### src/rtl/phy_rst_seq_pkg.sv
// Shared types for the reset sequencer.
// Assumes: the state encoding is visible at the top port and is relied on by users.
package phy_rst_seq_pkg;
    typedef enum logic [2:0] {
        ST_RUN  = 3'd0,
        ST_QUAL = 3'd1,
        ST_HOLD = 3'd2,
        ST_INIT = 3'd3,
        ST_WAIT = 3'd4
    } seq_state_t;
endpackage

### src/rtl/phy_rst_sync.sv
// Two-flop synchroniser for a vector of independent asynchronous levels.
// Assumes: each bit is a slow level; no bus coherence is needed between bits.
module phy_rst_sync #(
    parameter int             W       = 1,
    parameter logic [W-1:0]   RST_VAL = '0
) (
    input  logic         clk,
    input  logic         rst_n,
    input  logic [W-1:0] d,
    output logic [W-1:0] q
);
    logic [W-1:0] mid;

    // Two register stages into the clk domain
    always_ff @(posedge clk) begin
        if (!rst_n) begin
            mid <= RST_VAL;
            q   <= RST_VAL;
        end else begin
            mid <= d;
            q   <= mid;
        end
    end
endmodule

### src/rtl/phy_rst_pinqual.sv
// Pin pulse-width qualifier: raises hw_req in the cycle in which the synchronised
// pin has been low for PIN_MIN consecutive cycles. It is held cleared while ignore is high.
// Assumes: pin_s is already synchronous; PIN_MIN >= 2.
module phy_rst_pinqual #(
    parameter int PIN_MIN = 5
) (
    input  logic clk,
    input  logic rst_n,
    input  logic pin_s,
    input  logic ignore,
    output logic hw_req
);
    localparam int LW = $clog2(PIN_MIN + 1);
    localparam logic [LW-1:0] LOW_LAST = LW'(PIN_MIN - 1);
    localparam logic [LW-1:0] LOW_SAT  = LW'(PIN_MIN);

    logic [LW-1:0] low_cnt;

    // Count consecutive low cycles, saturating so one pulse gives one request
    always_ff @(posedge clk) begin
        if (!rst_n)
            low_cnt <= '0;
        else if (ignore || pin_s)
            low_cnt <= '0;
        else if (low_cnt != LOW_SAT)
            low_cnt <= low_cnt + 1'b1;
    end

    // Request on the qualifying cycle only
    always_comb hw_req = !ignore && !pin_s && (low_cnt == LOW_LAST);

    // a request is preceded by a low pin in the previous cycle
    a_r1_low_before_req: assert property (@(posedge clk) disable iff (!rst_n)
        (hw_req && low_cnt != '0) |-> $past(!pin_s));
endmodule

### src/rtl/phy_rst_seq.sv
// Reset sequencer top. It merges power-on, pin and software reset requests, holds
// reset, then releases in two stages: management ready after an init count, and
// completion after a minimum wait once both line clocks are valid.
// Assumes: clk is the free-running reference clock; sys_rst_n is synchronous.
module phy_rst_seq
    import phy_rst_seq_pkg::*;
#(
    parameter int PIN_MIN   = 5,
    parameter int INIT_CYC  = 16,
    parameter int POR_HOLD  = 500,
    parameter int CLK_MIN   = 1325000,
    parameter int ADDR_W    = 5,
    parameter int DATA_W    = 16,
    parameter int CTRL_ADDR = 0,
    parameter int SW_BIT    = 15
) (
    input  logic              clk,
    input  logic              sys_rst_n,
    input  logic              supply_good,
    input  logic              pin_rst_n,
    input  logic              txclk_ok,
    input  logic              rxclk_ok,
    input  logic              mgmt_wr,
    input  logic [ADDR_W-1:0] mgmt_addr,
    input  logic [DATA_W-1:0] mgmt_wdata,
    output logic              mgmt_ready,
    output logic              reset_done,
    output logic              data_if_en,
    output logic              load_defaults,
    output logic              sw_reset_bit,
    output logic [2:0]        state_code
);
    localparam int CNT_MAX = (POR_HOLD > INIT_CYC) ?
                             ((POR_HOLD > CLK_MIN) ? POR_HOLD : CLK_MIN) :
                             ((INIT_CYC > CLK_MIN) ? INIT_CYC : CLK_MIN);
    localparam int CW = $clog2(CNT_MAX + 1);
    localparam logic [CW-1:0] POR_LAST  = CW'(POR_HOLD - 1);
    localparam logic [CW-1:0] INIT_LAST = CW'(INIT_CYC - 1);
    localparam logic [CW-1:0] WAIT_MIN  = CW'(CLK_MIN);

    seq_state_t     state;
    logic [CW-1:0]  cnt;
    logic           por_active;
    logic           load_q;
    logic           sw_bit;
    logic           pin_s, tx_s, rx_s;
    logic           hw_req;
    logic           sw_req;
    logic [2:0]     sync_q;

    phy_rst_sync #(.W(3), .RST_VAL(3'b100)) u_sync (
        .clk   (clk),
        .rst_n (sys_rst_n),
        .d     ({pin_rst_n, txclk_ok, rxclk_ok}),
        .q     (sync_q)
    );

    // Split the synchronised levels
    always_comb {pin_s, tx_s, rx_s} = sync_q;

    phy_rst_pinqual #(.PIN_MIN(PIN_MIN)) u_pinqual (
        .clk    (clk),
        .rst_n  (sys_rst_n),
        .pin_s  (pin_s),
        .ignore (por_active),
        .hw_req (hw_req)
    );

    // Decode a software reset write to the control register
    always_comb sw_req = mgmt_wr && (mgmt_addr == ADDR_W'(CTRL_ADDR)) && mgmt_wdata[SW_BIT];

    // Stage outputs decoded from the registered state
    always_comb begin
        mgmt_ready = (state == ST_WAIT) || (state == ST_RUN) || (state == ST_QUAL);
        reset_done = (state == ST_RUN) || (state == ST_QUAL);
        data_if_en = reset_done && tx_s && rx_s;
    end

    // Sequence state, shared counter, power-on flag, load strobe and software bit
    always_ff @(posedge clk) begin
        if (!sys_rst_n) begin
            state      <= ST_HOLD;
            cnt        <= '0;
            por_active <= 1'b1;
            load_q     <= 1'b0;
            sw_bit     <= 1'b0;
        end else begin
            load_q <= 1'b0;
            if (por_active) begin
                sw_bit <= 1'b0;
                if (!supply_good) begin
                    cnt <= '0;
                end else if (cnt == POR_LAST) begin
                    por_active <= 1'b0;
                    state      <= ST_INIT;
                    cnt        <= '0;
                end else begin
                    cnt <= cnt + 1'b1;
                end
            end else if (hw_req) begin
                state  <= ST_HOLD;
                cnt    <= '0;
                sw_bit <= 1'b0;
            end else if (sw_req && mgmt_ready) begin
                state  <= ST_HOLD;
                cnt    <= '0;
                sw_bit <= 1'b1;
            end else begin
                case (state)
                    ST_RUN:  if (!pin_s) state <= ST_QUAL;
                    ST_QUAL: if (pin_s)  state <= ST_RUN;
                    ST_HOLD: if (pin_s) begin
                        state <= ST_INIT;
                        cnt   <= '0;
                    end
                    ST_INIT: if (cnt == INIT_LAST) begin
                        state <= ST_WAIT;
                        cnt   <= '0;
                    end else begin
                        cnt <= cnt + 1'b1;
                    end
                    ST_WAIT: begin
                        if (cnt != WAIT_MIN)
                            cnt <= cnt + 1'b1;
                        if ((cnt == WAIT_MIN) && tx_s && rx_s) begin
                            state  <= ST_RUN;
                            load_q <= 1'b1;
                            sw_bit <= 1'b0;
                        end
                    end
                    default: state <= ST_HOLD;
                endcase
            end
        end
    end

    // Drive the registered outputs
    always_comb begin
        load_defaults = load_q;
        sw_reset_bit  = sw_bit;
        state_code    = state;
    end

    // the power-on hold keeps the state in hold whatever the pin does
    a_r6_por_holds: assert property (@(posedge clk) disable iff (!sys_rst_n)
        por_active |-> state == ST_HOLD);

    // load strobe lasts one cycle
    a_r8_load_single: assert property (@(posedge clk) disable iff (!sys_rst_n)
        load_defaults |=> !load_defaults);

    // load strobe only on leaving the wait state
    a_r8_load_on_entry: assert property (@(posedge clk) disable iff (!sys_rst_n)
        load_defaults |-> (state == ST_RUN) && ($past(state) == ST_WAIT));

    // completion only after both clocks were seen valid
    a_r3_done_needs_clocks: assert property (@(posedge clk) disable iff (!sys_rst_n)
        $rose(reset_done) |-> $past(tx_s && rx_s));

    // the software bit is set only by an accepted management write
    a_r7_swbit_source: assert property (@(posedge clk) disable iff (!sys_rst_n)
        $rose(sw_bit) |-> $past(mgmt_wr && mgmt_ready));

    // a qualified pin request restarts the sequence in hold
    a_r9_restart_hold: assert property (@(posedge clk) disable iff (!sys_rst_n)
        (hw_req && !por_active) |=> (state == ST_HOLD) && !mgmt_ready);
endmodule

### config.mk
export PLATFORM = sky130hd
export DESIGN_NAME = phy_rst_seq
export DESIGN_NICKNAME = d
export VERILOG_FILES = /design/src/rtl/phy_rst_seq_pkg.sv /design/src/rtl/phy_rst_sync.sv /design/src/rtl/phy_rst_pinqual.sv /design/src/rtl/phy_rst_seq.sv
export SDC_FILE = /design/constraint.sdc
export NUM_CORES = 1
export LEC_CHECK = 0
export ABC_AREA = 1
export BUFFER_PORTS_ARGS = -buffer_cell sky130_fd_sc_hd__buf_4
export CELL_PAD_IN_SITES_DETAIL_PLACEMENT = 0
export CELL_PAD_IN_SITES_GLOBAL_PLACEMENT = 2
export CORE_MARGIN = 5
export CORE_UTILIZATION = 25
export CTS_CLUSTER_DIAMETER = 80
export DETAILED_ROUTE_END_ITERATION = 8
export GPL_TIMING_DRIVEN = 0
export PLACE_DENSITY = 0.71
export SYNTH_ARGS = -nofsm -noshare
export SYNTH_HDL_FRONTEND = slang
export SYNTH_SLANG_ARGS = --single-unit
### constraint.sdc
create_clock -name clk -period 2.2 [get_ports clk]
set_input_delay 0.33 -clock clk [delete_from_list [all_inputs] [get_ports clk]]
set_output_delay 0.33 -clock clk [all_outputs]
set_load 0.01 [all_outputs]
==> results.txt, run 1 <==
The worst hold path begins at pin_rst_n. The number of antenna diodes in the final layout is 0. The run finished with clean final reports. The cell-internal power is 0.890 mW. The first-pass GRT wire length came out at 10,200 um.

The ratio of cells with drive above 1 in the final layout is 18.9%. The final critical path takes up 90.4% of the cycle. Yosys mapped a number of flops with a built-in enable equal to 0. The average detailed-routed wire length per instance is 12.6 um.

The endpoint of the most critical register-to-register path is cnt[17]. By area the synthesized netlist is led by sky130_fd_sc_hd__dfxtp_1 32%, sky130_fd_sc_hd__nand2_1 16%, sky130_fd_sc_hd__nor2_1 9.4%. The number of setup violations in the final report came out at 0. Synthesis produced a netlist with a net count of 388. The register clock-pin slew on the reported worst setup and hold paths is 0.07 ns. In the routed layout, each cell is associated on average with a via count of 4.50. STA puts the critical path data required time at 2.43 ns.

In this run the worst path has a maximum fanout of 10. sky130_fd_sc_hd__dfxtp_1 takes more of the synthesized area than any other cell. Max-cap violations in this run came to 0. The switching power summed over all nets came out at 0.272 mW. The number of clock sinks seen by CTS came out at 36. The worst-case register-to-register setup slack is 0.21 ns. The number of instances in the synthesized netlist came out at 355. The largest clock skew in the final design came out at 0.0118 ns.

The height of the die is 105 um. The total number of placement rows is 34. In the global route stage, overall resource usage came out at 11.5%. The number of DRC violations after detailed routing came out at 0. The startpoint class of the critical path is a register.

The overall overflow remaining after global route came out at 0. For this run, the post-layout net count is 415. The worst setup path is of the reg -> reg kind.

The CTS buffer count is 5. The clock tree from TritonCTS is yes. met2 is the most crowded layer.

The floorplan step defined a core boundary enclosing 0.00881 mm2. The final total negative setup slack came out at 0 ns. Summing all flip-flop and latch instances after layout gives 722 um2. The final standard cell utilization of the core is 30.0%.

The library cell used as clock root buffer is sky130_fd_sc_hd__clkbuf_8. The arrival time at the worst endpoint came out at 2.22 ns. The startpoint identified for the worst register-to-register timing path is u_pinqual.low_cnt[0]. The highest attainable clock frequency came out at 0.503 GHz. The combinational power share came out at 5.0%. The width of the die came out at 105 um.

The number of detailed-routing iterations run before antenna repair is 5. The instance count along the most critical hold path came out at 2. The worst setup timing slack at the placement stage is 0.149 ns.

The type of destination of the critical path is a register. Headroom to the max-slew limit came out at 70.2%. Sequential cells account for 56.9% of the total power. Setup repair after global routing left no endpoint under its margin.

The synthesized design devotes to its leading area cell type 31.6% of total area. The number of top-level pins is 36. The detailed-placement wirelength estimate is 4730 um. The via count of the first global-routing pass is 2,101. The static power due to leakage came out at 1.16 nW. The netlist area before placement came out at 0.00228 mm2. The average instance area after synthesis came out at 6.42 um2. After synthesis the netlist holds a flip-flop and latch count of 36.

The number of H-tree levels is 2. The max-slew violation count is 0. For this run, global-route usage on met1 was measured as 15.4%.

The minimum clock period is 1.99 ns. The number of distinct library cells after synthesis is 35. Of the total power, the share spent switching nets is 23.4%. The final hold violation count came out at 0.

The floorplan die area is 0.0111 mm2. By instance count, the leading cell after synthesis is sky130_fd_sc_hd__nand2_1. The number of buffers between clock root and the deepest sink is 2. The post-detailed-route count of antenna-violating nets is 0.

The clock latency on the worst-skew pair is 0.29 ns. The fill cell instance count of the final layout came out at 982. The worst supply voltage drop on vdd is 0.000189 V.

Per report_power, the clock group accounts for 38.1% of the total. The via count came out at 2,198. The slew of the pin with the lowest slew margin came out at 0.447 ns. The min-delay analysis places its worst path in the category in -> reg.

After synthesis, the most frequently instantiated cells are 96 x sky130_fd_sc_hd__nand2_1, 57 x sky130_fd_sc_hd__nor2_1, 43 x sky130_fd_sc_hd__inv_1. The worst-case reg-to-reg path depth is 16. Once the clock tree was built, the setup fixing pass inserted 0 buffers. Compared with the post-synthesis result, the final layout area differs by 15.9%. Total power for the finished layout comes to 1.16 mW.

Tracing the worst setup path back leads to its startpoint at u_pinqual.low_cnt[0]. The maximum number of pins on one net before global-route repair came out at 11. The routing usage on met2 came out at 18.4%. The share of async-settable or async-resettable flops after synthesis is 0%.

The initial antenna violation count came out at 0. The final worst-path setup slack is 0.211 ns. Global routing consumed, on the met3 layer, 2.26% of the routing resources. The area of combinational cells with multiple inputs came out at 0.00132 mm2. The most used flip-flop cell after synthesis is sky130_fd_sc_hd__dfxtp_1. The worst hold endpoint is u_sync.mid[2]. Once the floorplan was initialized, standard cells occupied 25.9% of the core. The detailed router's first-iteration violation count is 87.

The number of input and output port buffers inserted came out at 20. The share of synthesized area occupied by flip-flops and latches came out at 31.6%. For this design the ratio of total power to cell area is 440 mW/mm2.

After detailed routing, the total wire length is 6130 um. The routability congestion estimate came out at 0.814. The number of warnings issued by yosys is 0.
-- power groups by stage --
| stage | combinational [mW] | clock, mW | sequential (mW) |
|---|---|---|---|
| 3_5_place_dp | 0.0594 | 0 | 0.677 |
| 5_1_grt | 0.0663 | 0.501 | 0.662 |
| 4_1_cts | 0.0596 | 0.468 | 0.661 |
| 3_3_place_gp | 0.0591 | 0 | 0.677 |
| 6_report | 0.0581 | 0.442 | 0.662 |
| 2_1_floorplan | 0.0310 | 0 | 0.676 |
-- worst max-delay path: stages, from the launching register on --
cell and delay (ns):
sky130_fd_sc_hd__dfxtp_2 0.36, sky130_fd_sc_hd__inv_1 0.06, sky130_fd_sc_hd__ha_1 0.19, sky130_fd_sc_hd__nand2_1 0.08, sky130_fd_sc_hd__inv_1 0.05, sky130_fd_sc_hd__nand2_2 0.08
sky130_fd_sc_hd__nand2_2 0.10, sky130_fd_sc_hd__inv_2 0.08, sky130_fd_sc_hd__nand3_1 0.09, sky130_fd_sc_hd__nand2_2 0.09, sky130_fd_sc_hd__inv_2 0.06, sky130_fd_sc_hd__nand2_4 0.10
sky130_fd_sc_hd__buf_12 0.15, sky130_fd_sc_hd__nor2_4 0.05, sky130_fd_sc_hd__nor2_4 0.20, sky130_fd_sc_hd__nand2_1 0.08, sky130_fd_sc_hd__nor2_1 0.08
-- flip-flops by register name, summed over array words and instances (netlist names) --
name,cells
cnt,21
por_active,1
u_pinqual.low_cnt,3
state_code,3
u_sync.mid,3
load_defaults,1
u_sync.q,3
sw_reset_bit,1
-- stage by stage --
step                instances  cell area (um2)  hold slack, ns
global route              488             2640           0.202
global placement          483             2560           0.396
detailed placement        483             2560           0.399
floorplan                 355             2280           0.390
finish                    488             2640           0.225
CTS                       488             2630           0.210
-- logic make-up after synthesis --
logic type / synth area share [%]
compound gates: 8.51
xor+xnor: 0.769
flops: 31.6
simple gates: 45.4
fa+ha+maj: 2.75
buf+inv: 11.0
-- worst max path at each step --
stage	end	depth (start not counted)
after floorplan	cnt[14]	15
after global placement	cnt[6]	16
after detailed placement	cnt[17]	16
after CTS	cnt[17]	16
after global routing	cnt[16]	11
final	cnt[17]	16
-- layout by cell type, fill, tap and decap left out, types with 2 or more instances in the layout --
cell and n:
sky130_fd_sc_hd__a21oi_1 10, sky130_fd_sc_hd__a21oi_2 2, sky130_fd_sc_hd__buf_4 21, sky130_fd_sc_hd__buf_6 2, sky130_fd_sc_hd__clkbuf_8 5, sky130_fd_sc_hd__dfxtp_1 35
sky130_fd_sc_hd__ha_1 4, sky130_fd_sc_hd__inv_1 42, sky130_fd_sc_hd__inv_2 8, sky130_fd_sc_hd__nand2_1 96, sky130_fd_sc_hd__nand2_2 7, sky130_fd_sc_hd__nand2_4 2
sky130_fd_sc_hd__nand3_1 23, sky130_fd_sc_hd__nand3_2 2, sky130_fd_sc_hd__nand4_1 12, sky130_fd_sc_hd__nor2_1 57, sky130_fd_sc_hd__nor2_2 8, sky130_fd_sc_hd__nor2_4 5
sky130_fd_sc_hd__nor3_1 5, sky130_fd_sc_hd__nor3_2 3, sky130_fd_sc_hd__o21ai_0 9, sky130_fd_sc_hd__o21bai_1 4, sky130_fd_sc_hd__or2_2 2, sky130_fd_sc_hd__xnor2_1 2
-- layout make-up --
| cell class | instances | area share, % |
|---|---|---|
| multi-input cells | 262 | 49.8 |
| flip-flops and latches | 36 | 27.3 |
| well taps | 108 | 5.12 |
| inverters | 51 | 7.25 |
| plain buffers | 6 | 2.23 |
| repair buffers | 20 | 5.68 |
| clock buffers | 5 | 2.61 |
-- per-layer routing --
| metal | part of all wire (%) | vias to the layer above |
|---|---|---|
| met2 | 45 | 29 |
| met3 | 3.1 | 8 |
| met4 | 1.7 | 0 |
| met1 | 50 | 989 |
| met5 | 0 | - |
| li1 | - | 1172 |
-- repair_timing --
| action | in CTS | in global routing |
|---|---|---|
| gates resized for setup | 0 | 4 |
| setup endpoints to repair | 0 | 10 |
| endpoints found under the hold margin | 0 | 0 |
| hold buffers | 0 | 0 |
(Power assumes the default switching activity.)
==> run 2: changes to the inputs <==
--- a/config.mk
+++ b/config.mk
@@ -7,14 +7,13 @@
 export LEC_CHECK = 0
 export ABC_AREA = 1
 export BUFFER_PORTS_ARGS = -buffer_cell sky130_fd_sc_hd__buf_4
-export CELL_PAD_IN_SITES_DETAIL_PLACEMENT = 0
-export CELL_PAD_IN_SITES_GLOBAL_PLACEMENT = 2
 export CORE_MARGIN = 5
 export CORE_UTILIZATION = 25
 export CTS_CLUSTER_DIAMETER = 80
 export DETAILED_ROUTE_END_ITERATION = 8
+export GPL_ROUTABILITY_DRIVEN = 0
 export GPL_TIMING_DRIVEN = 0
-export PLACE_DENSITY = 0.71
+export PLACE_DENSITY = 0.49
 export SYNTH_ARGS = -nofsm -noshare
 export SYNTH_HDL_FRONTEND = slang
 export SYNTH_SLANG_ARGS = --single-unit
==> results.txt, run 2 (synthesized netlist as in run 1, its figures left out) <==
The filler cells instantiated in the layout total 956. The leading cell type in the layout, fill and taps excluded is sky130_fd_sc_hd__nand2_1. The final antenna diode count is 0.

The arrival time at the worst endpoint is 2.23 ns. The worst slew slack as a fraction of its limit came out at 70.8%. The worst setup path is launched from a register. The final standard cell utilization of the core came out at 30.2%.

The worst setup path is of the reg -> reg kind. The static power due to leakage came out at 1.18 nW. The clock latency on the worst-skew pair is 0.29 ns.

The via density per instance is 4.51. The worst hold path class is in -> reg. The total global-route track usage came out at 10.2%. The library cell used as clock root buffer is sky130_fd_sc_hd__clkbuf_8. The first-pass GRT wire length came out at 9290 um.

Overall power consumption after layout is estimated at 1.25 mW. Setup repair after global routing left no endpoint under its margin. The max-slew violation count was 0.

In this run, post-CTS hold repair placed 0 buffers. STA classifies the critical path endpoint as a register. Clock-pin slew was measured on the worst setup and hold paths at 0.07 ns.

The height of the die is 105 um. The highest routed metal layer is met4. The detailed router's first-iteration violation count is 63. The average detailed-routed wire length per instance came out at 11.2 um.

The number of DRC violations after detailed routing is 0. Across the routed clock network, the largest skew measured is 0.00886 ns. After layout, the worst path uses 91.1% of the clock period. The worst supply voltage drop on vdd came out at 0.000189 V. Static timing analysis puts the maximum clock frequency at 0.499 GHz. The signed area change from the synthesized netlist to the final layout came out at 16.8%.

The area of the core region is 0.00881 mm2. The final hold violation count was 0. Setup violations remaining at the end of the flow were counted as 0. In this run the worst path has a maximum fanout of 10.

The minimum clock period is 2.00 ns. The via count came out at 2,208. The floorplan die area is 0.0111 mm2.

Final hold analysis gives a worst-case slack of 0.218 ns. The post-detailed-route count of antenna-violating nets is 0. The initialized floorplan defines 34 standard-cell rows. Clock tree synthesis inserted a total of 5 buffers. The routed wire length came out at 5490 um. The initial antenna violation count came out at 0.

The final total negative setup slack is 0 ns. The number of detailed-routing iterations run before antenna repair came out at 4. The number of top-level pins is 36.

The via count of the first global-routing pass came out at 2,048. In the final routing, the length of wire on met1 measures 2690 um. The number of buffers between clock root and the deepest sink is 2. For this run, the post-layout net count is 415.

The tool flagged a number of max-cap violations equal to 0. The number of input and output port buffers inserted came out at 20. The detailed route wirelength on metal3 came out at 165 um.

Data on the critical path is required at its endpoint by 2.43 ns. In the layout the commonest cells are 96 x sky130_fd_sc_hd__nand2_1, 57 x sky130_fd_sc_hd__nor2_1, 43 x sky130_fd_sc_hd__inv_1. The run finished with clean final reports. The floorplan step set the die width to 105 um. The H-tree was split into 2 levels. The register with the most flip-flops in the layout has 21 of them.

The clock tree from TritonCTS is yes. The detailed-placement wirelength estimate came out at 4290 um. The power density of the placed cells came out at 468 mW/mm2. The largest register by flop count is cnt. The number of clock sinks seen by CTS came out at 36. In the final layout, the share of cells above drive strength 1 is 18.6%. The maximum number of pins on one net before global-route repair is 11. Once the floorplan was initialized, standard cells occupied 25.9% of the core. At the pin with the least slew margin, the transition time is 0.438 ns.

The overall overflow remaining after global route is 0. The detailed-routed wire length on met2 is 2590 um.
[run 2: cell count changes in the layout (fill, tap and decap cells not counted), sizes merged]
cell / change
clkbuf: +2
[run 2: report_power, final]
part | total (mW) | switching, mW | internal, mW
sequential | 0.661 | 0.00328 | 0.658
combinational | 0.0568 | 0.0294 | 0.0274
clock | 0.528 | 0.248 | 0.279
total | 1.25 | 0.281 | 0.965
[run 2: repair_timing]
action,4_1_cts,5_1_grt
gates resized for setup,0,1
setup endpoints to repair,0,3
buffers inserted,0,0
[run 2: path summary, 6_finish.rpt]
check	from	to	slack, ns	cells after the start
setup / recovery	cnt[0]	cnt[6]	0.20	13
setup reg to reg	cnt[0]	cnt[6]	0.20	13
hold reg to reg	u_sync.mid[1]	u_sync.q[1]	0.41	2
hold / removal	rxclk_ok	u_sync.mid[0]	0.22	3
[run 2: final cells by class]
class | count | area (um2) | area share [%]
clock buffer | 7 | 96.3 | 3.62
inverter | 51 | 191 | 7.19
multi-input combinational | 262 | 1310 | 49.1
buffer | 6 | 58.8 | 2.21
sequential | 36 | 722 | 27.1
timing repair buffer | 20 | 150 | 5.64
tap | 108 | 135 | 5.08
[run 2: through the flow]
step	cell area, um2	worst slack (ns)	std cells
floorplan	2280	0.505	355
global placement	2560	0.224	483
detailed placement	2560	0.174	483
CTS	2660	0.153	490
global route	2660	0.0211	490
finish	2660	0.197	490
[run 2: critical path, cell delays in order (launching register included)]
cell	delay, ns
sky130_fd_sc_hd__dfxtp_1	0.34
sky130_fd_sc_hd__inv_1	0.14
sky130_fd_sc_hd__ha_1	0.18
sky130_fd_sc_hd__nand2_1	0.06
sky130_fd_sc_hd__nor3_1	0.27
sky130_fd_sc_hd__nand3_2	0.13
sky130_fd_sc_hd__nor2_4	0.12
sky130_fd_sc_hd__nand2_2	0.08
sky130_fd_sc_hd__nand2_4	0.10
sky130_fd_sc_hd__buf_12	0.16
sky130_fd_sc_hd__nor2_4	0.05
sky130_fd_sc_hd__nor2_4	0.16
sky130_fd_sc_hd__nand2_1	0.08
sky130_fd_sc_hd__nor2_1	0.09
[run 2: routing by layer]
| layer | GRT usage, % | vias to the layer above |
|---|---|---|
| met5 | 0 | - |
| met4 | 2.91 | 0 |
| met3 | 2.14 | 6 |
| met2 | 17.3 | 39 |
| met1 | 13.0 | 994 |
| li1 | - | 1169 |
==> run 3: changes to the inputs <==
--- a/config.mk
+++ b/config.mk
@@ -14,6 +14,7 @@
 export GPL_ROUTABILITY_DRIVEN = 0
 export GPL_TIMING_DRIVEN = 0
 export PLACE_DENSITY = 0.49
+export RECOVER_POWER = 100
 export SYNTH_ARGS = -nofsm -noshare
 export SYNTH_HDL_FRONTEND = slang
 export SYNTH_SLANG_ARGS = --single-unit
==> results.txt, run 3 (synthesized netlist as in run 1, its figures left out) <==
The flow ran to the end, and the final reports show no timing, DRC or antenna violations. The leading cell type in the layout, fill and taps excluded is sky130_fd_sc_hd__nand2_1. The final hold violation count is 0. The via density per instance came out at 4.54. The final worst-path setup slack came out at 0.190 ns. The via count came out at 2,223. The post-detailed-route count of antenna-violating nets came out at 0. Input and output buffers added on the ports amount to 20. The net count of the finished layout is 415.

The CTS buffer count is 5. The total number of placement rows came out at 34. CTS saw 36 sinks. The average detailed-routed wire length per instance is 11.2 um. The overall overflow remaining after global route is 0. The height of the die came out at 105 um. The number of H-tree levels is 2. The area of the core region is 0.00881 mm2. The maximum number of pins on one net before global-route repair came out at 11. The via count of the first global-routing pass is 2,048. The repair_antennas step left the layout with diodes totalling 0. The signed area change from the synthesized netlist to the final layout came out at 15.0%.

Counting flops per register, the top entry is cnt. The post-route netlist has 16.0% of its cells at a drive strength greater than 1. The number of buffers between clock root and the deepest sink came out at 2. The slew of the pin with the lowest slew margin came out at 0.435 ns. The register clock-pin slew on the reported worst setup and hold paths is 0.07 ns. The routed wire length came out at 5490 um. During I/O placement, the number of pins put on the boundary was 36.

Max-cap violations in this run came to 0. The total global-route track usage came out at 10.2%. On the final layout, the worst clock skew is 0.0105 ns. The floorplan die area came out at 0.0111 mm2. The number of flip-flops under the largest register name came out at 21.

The first routing iteration left 93 violations. The first detailed-routing pass ran for 4 iterations. The number of setup violations in the final report is 0. The max-slew violation count came out at 0. The critical path in this run is classified as reg -> reg.

The number of DRC violations after detailed routing is 0. Setup repair after global routing left no endpoint under its margin. The worst setup path is launched from a register. The static power due to leakage came out at 1.15 nW. The initial utilization of the core area, before any placement, comes to 25.9%. The largest driver fanout on the critical path came out at 10. The final total negative setup slack came out at 0 ns. The worst setup timing slack at the placement stage came out at 0.174 ns.

The worst setup path is captured at a register. The library cell used as clock root buffer is sky130_fd_sc_hd__clkbuf_8. The worst pin sits at a relative slew slack of 71.0%.

At the worst endpoint, the arrival time is 2.24 ns. The data required time of the critical path is 2.43 ns. The detailed-placement wirelength estimate is 4290 um.

TritonCTS built the clock tree. The power density of the placed cells came out at 476 mW/mm2. The clock latency on the worst-skew pair came out at 0.30 ns. Derived from the worst setup path, the maximum achievable clock frequency is 0.498 GHz. The first-pass GRT wire length came out at 9290 um. The library cells used most frequently in the layout, excluding fill and tap cells, are 97 x sky130_fd_sc_hd__nand2_1, 57 x sky130_fd_sc_hd__nor2_1, 43 x sky130_fd_sc_hd__inv_1.

The width of the die came out at 105 um. The worst supply voltage drop on vdd is 0.000190 V. The smallest clock period supported by the final layout is computed as 2.01 ns. The path class of the tightest hold or removal check is in -> reg.

The final critical path takes up 91.4% of the cycle. The initial antenna violation count was 0.
[run 3: per-stage QoR]
stage	total power, mW	util, %	std cells	hold slack [ns]	cell area, um2
floorplan	0.707	-	355	0.390	2280
global placement	0.734	29.1	483	0.393	2560
detailed placement	0.735	29.1	483	0.396	2560
CTS	1.27	30.2	490	0.214	2660
global route	1.29	29.8	490	0.224	2620
finish	1.25	29.8	490	0.215	2620
[run 3: final timing paths]
path / start / endpoint / slack [ns] / cells after the start
worst max-delay path: cnt[0] / cnt[6] / 0.19 / 13
worst min-delay path: rxclk_ok / u_sync.mid[0] / 0.21 / 3
worst max register to register: cnt[0] / cnt[6] / 0.19 / 13
worst min register to register: u_sync.mid[1] / u_sync.q[1] / 0.41 / 2
[run 3: layout make-up]
class	instances	area (um2)
Tap cell	108	135
Timing Repair Buffer	20	120
Sequential cell	36	722
Inverter	51	191
Fill cell	963	6190
Clock buffer	7	96.3
Buffer	6	58.8
Multi-Input combinational cell	262	1300
[run 3: what timing repair did]
item                       in CTS  in global routing
setup endpoints to repair       0                  3
hold buffers                    0                  0
buffers inserted                0                  0
resized for setup               0                  1
[run 3: critical path, cell delays in order, from the launching register on]
cell and delay [ns]:
sky130_fd_sc_hd__dfxtp_1 0.34, sky130_fd_sc_hd__inv_1 0.14, sky130_fd_sc_hd__ha_1 0.18, sky130_fd_sc_hd__nand2_1 0.06
sky130_fd_sc_hd__nor3_1 0.27, sky130_fd_sc_hd__nand3_2 0.13, sky130_fd_sc_hd__nor2_4 0.12, sky130_fd_sc_hd__nand2_2 0.08
sky130_fd_sc_hd__nand2_4 0.10, sky130_fd_sc_hd__buf_12 0.15, sky130_fd_sc_hd__nor2_4 0.05, sky130_fd_sc_hd__nor2_4 0.16
sky130_fd_sc_hd__nand2_1 0.08, sky130_fd_sc_hd__nor2_1 0.09
[run 3: report_power, final]
part / switching, mW / internal (mW)
Clock: 0.253 / 0.279
Sequential: 0.00328 / 0.658
Combinational: 0.0290 / 0.0259
[run 3: layer usage]
layer  GRT usage, %  part of all wire, %
met5              0                    0
met4           2.91                  1.2
met3           2.14                  3.1
met2           17.3                   46
met1           13.0                   49
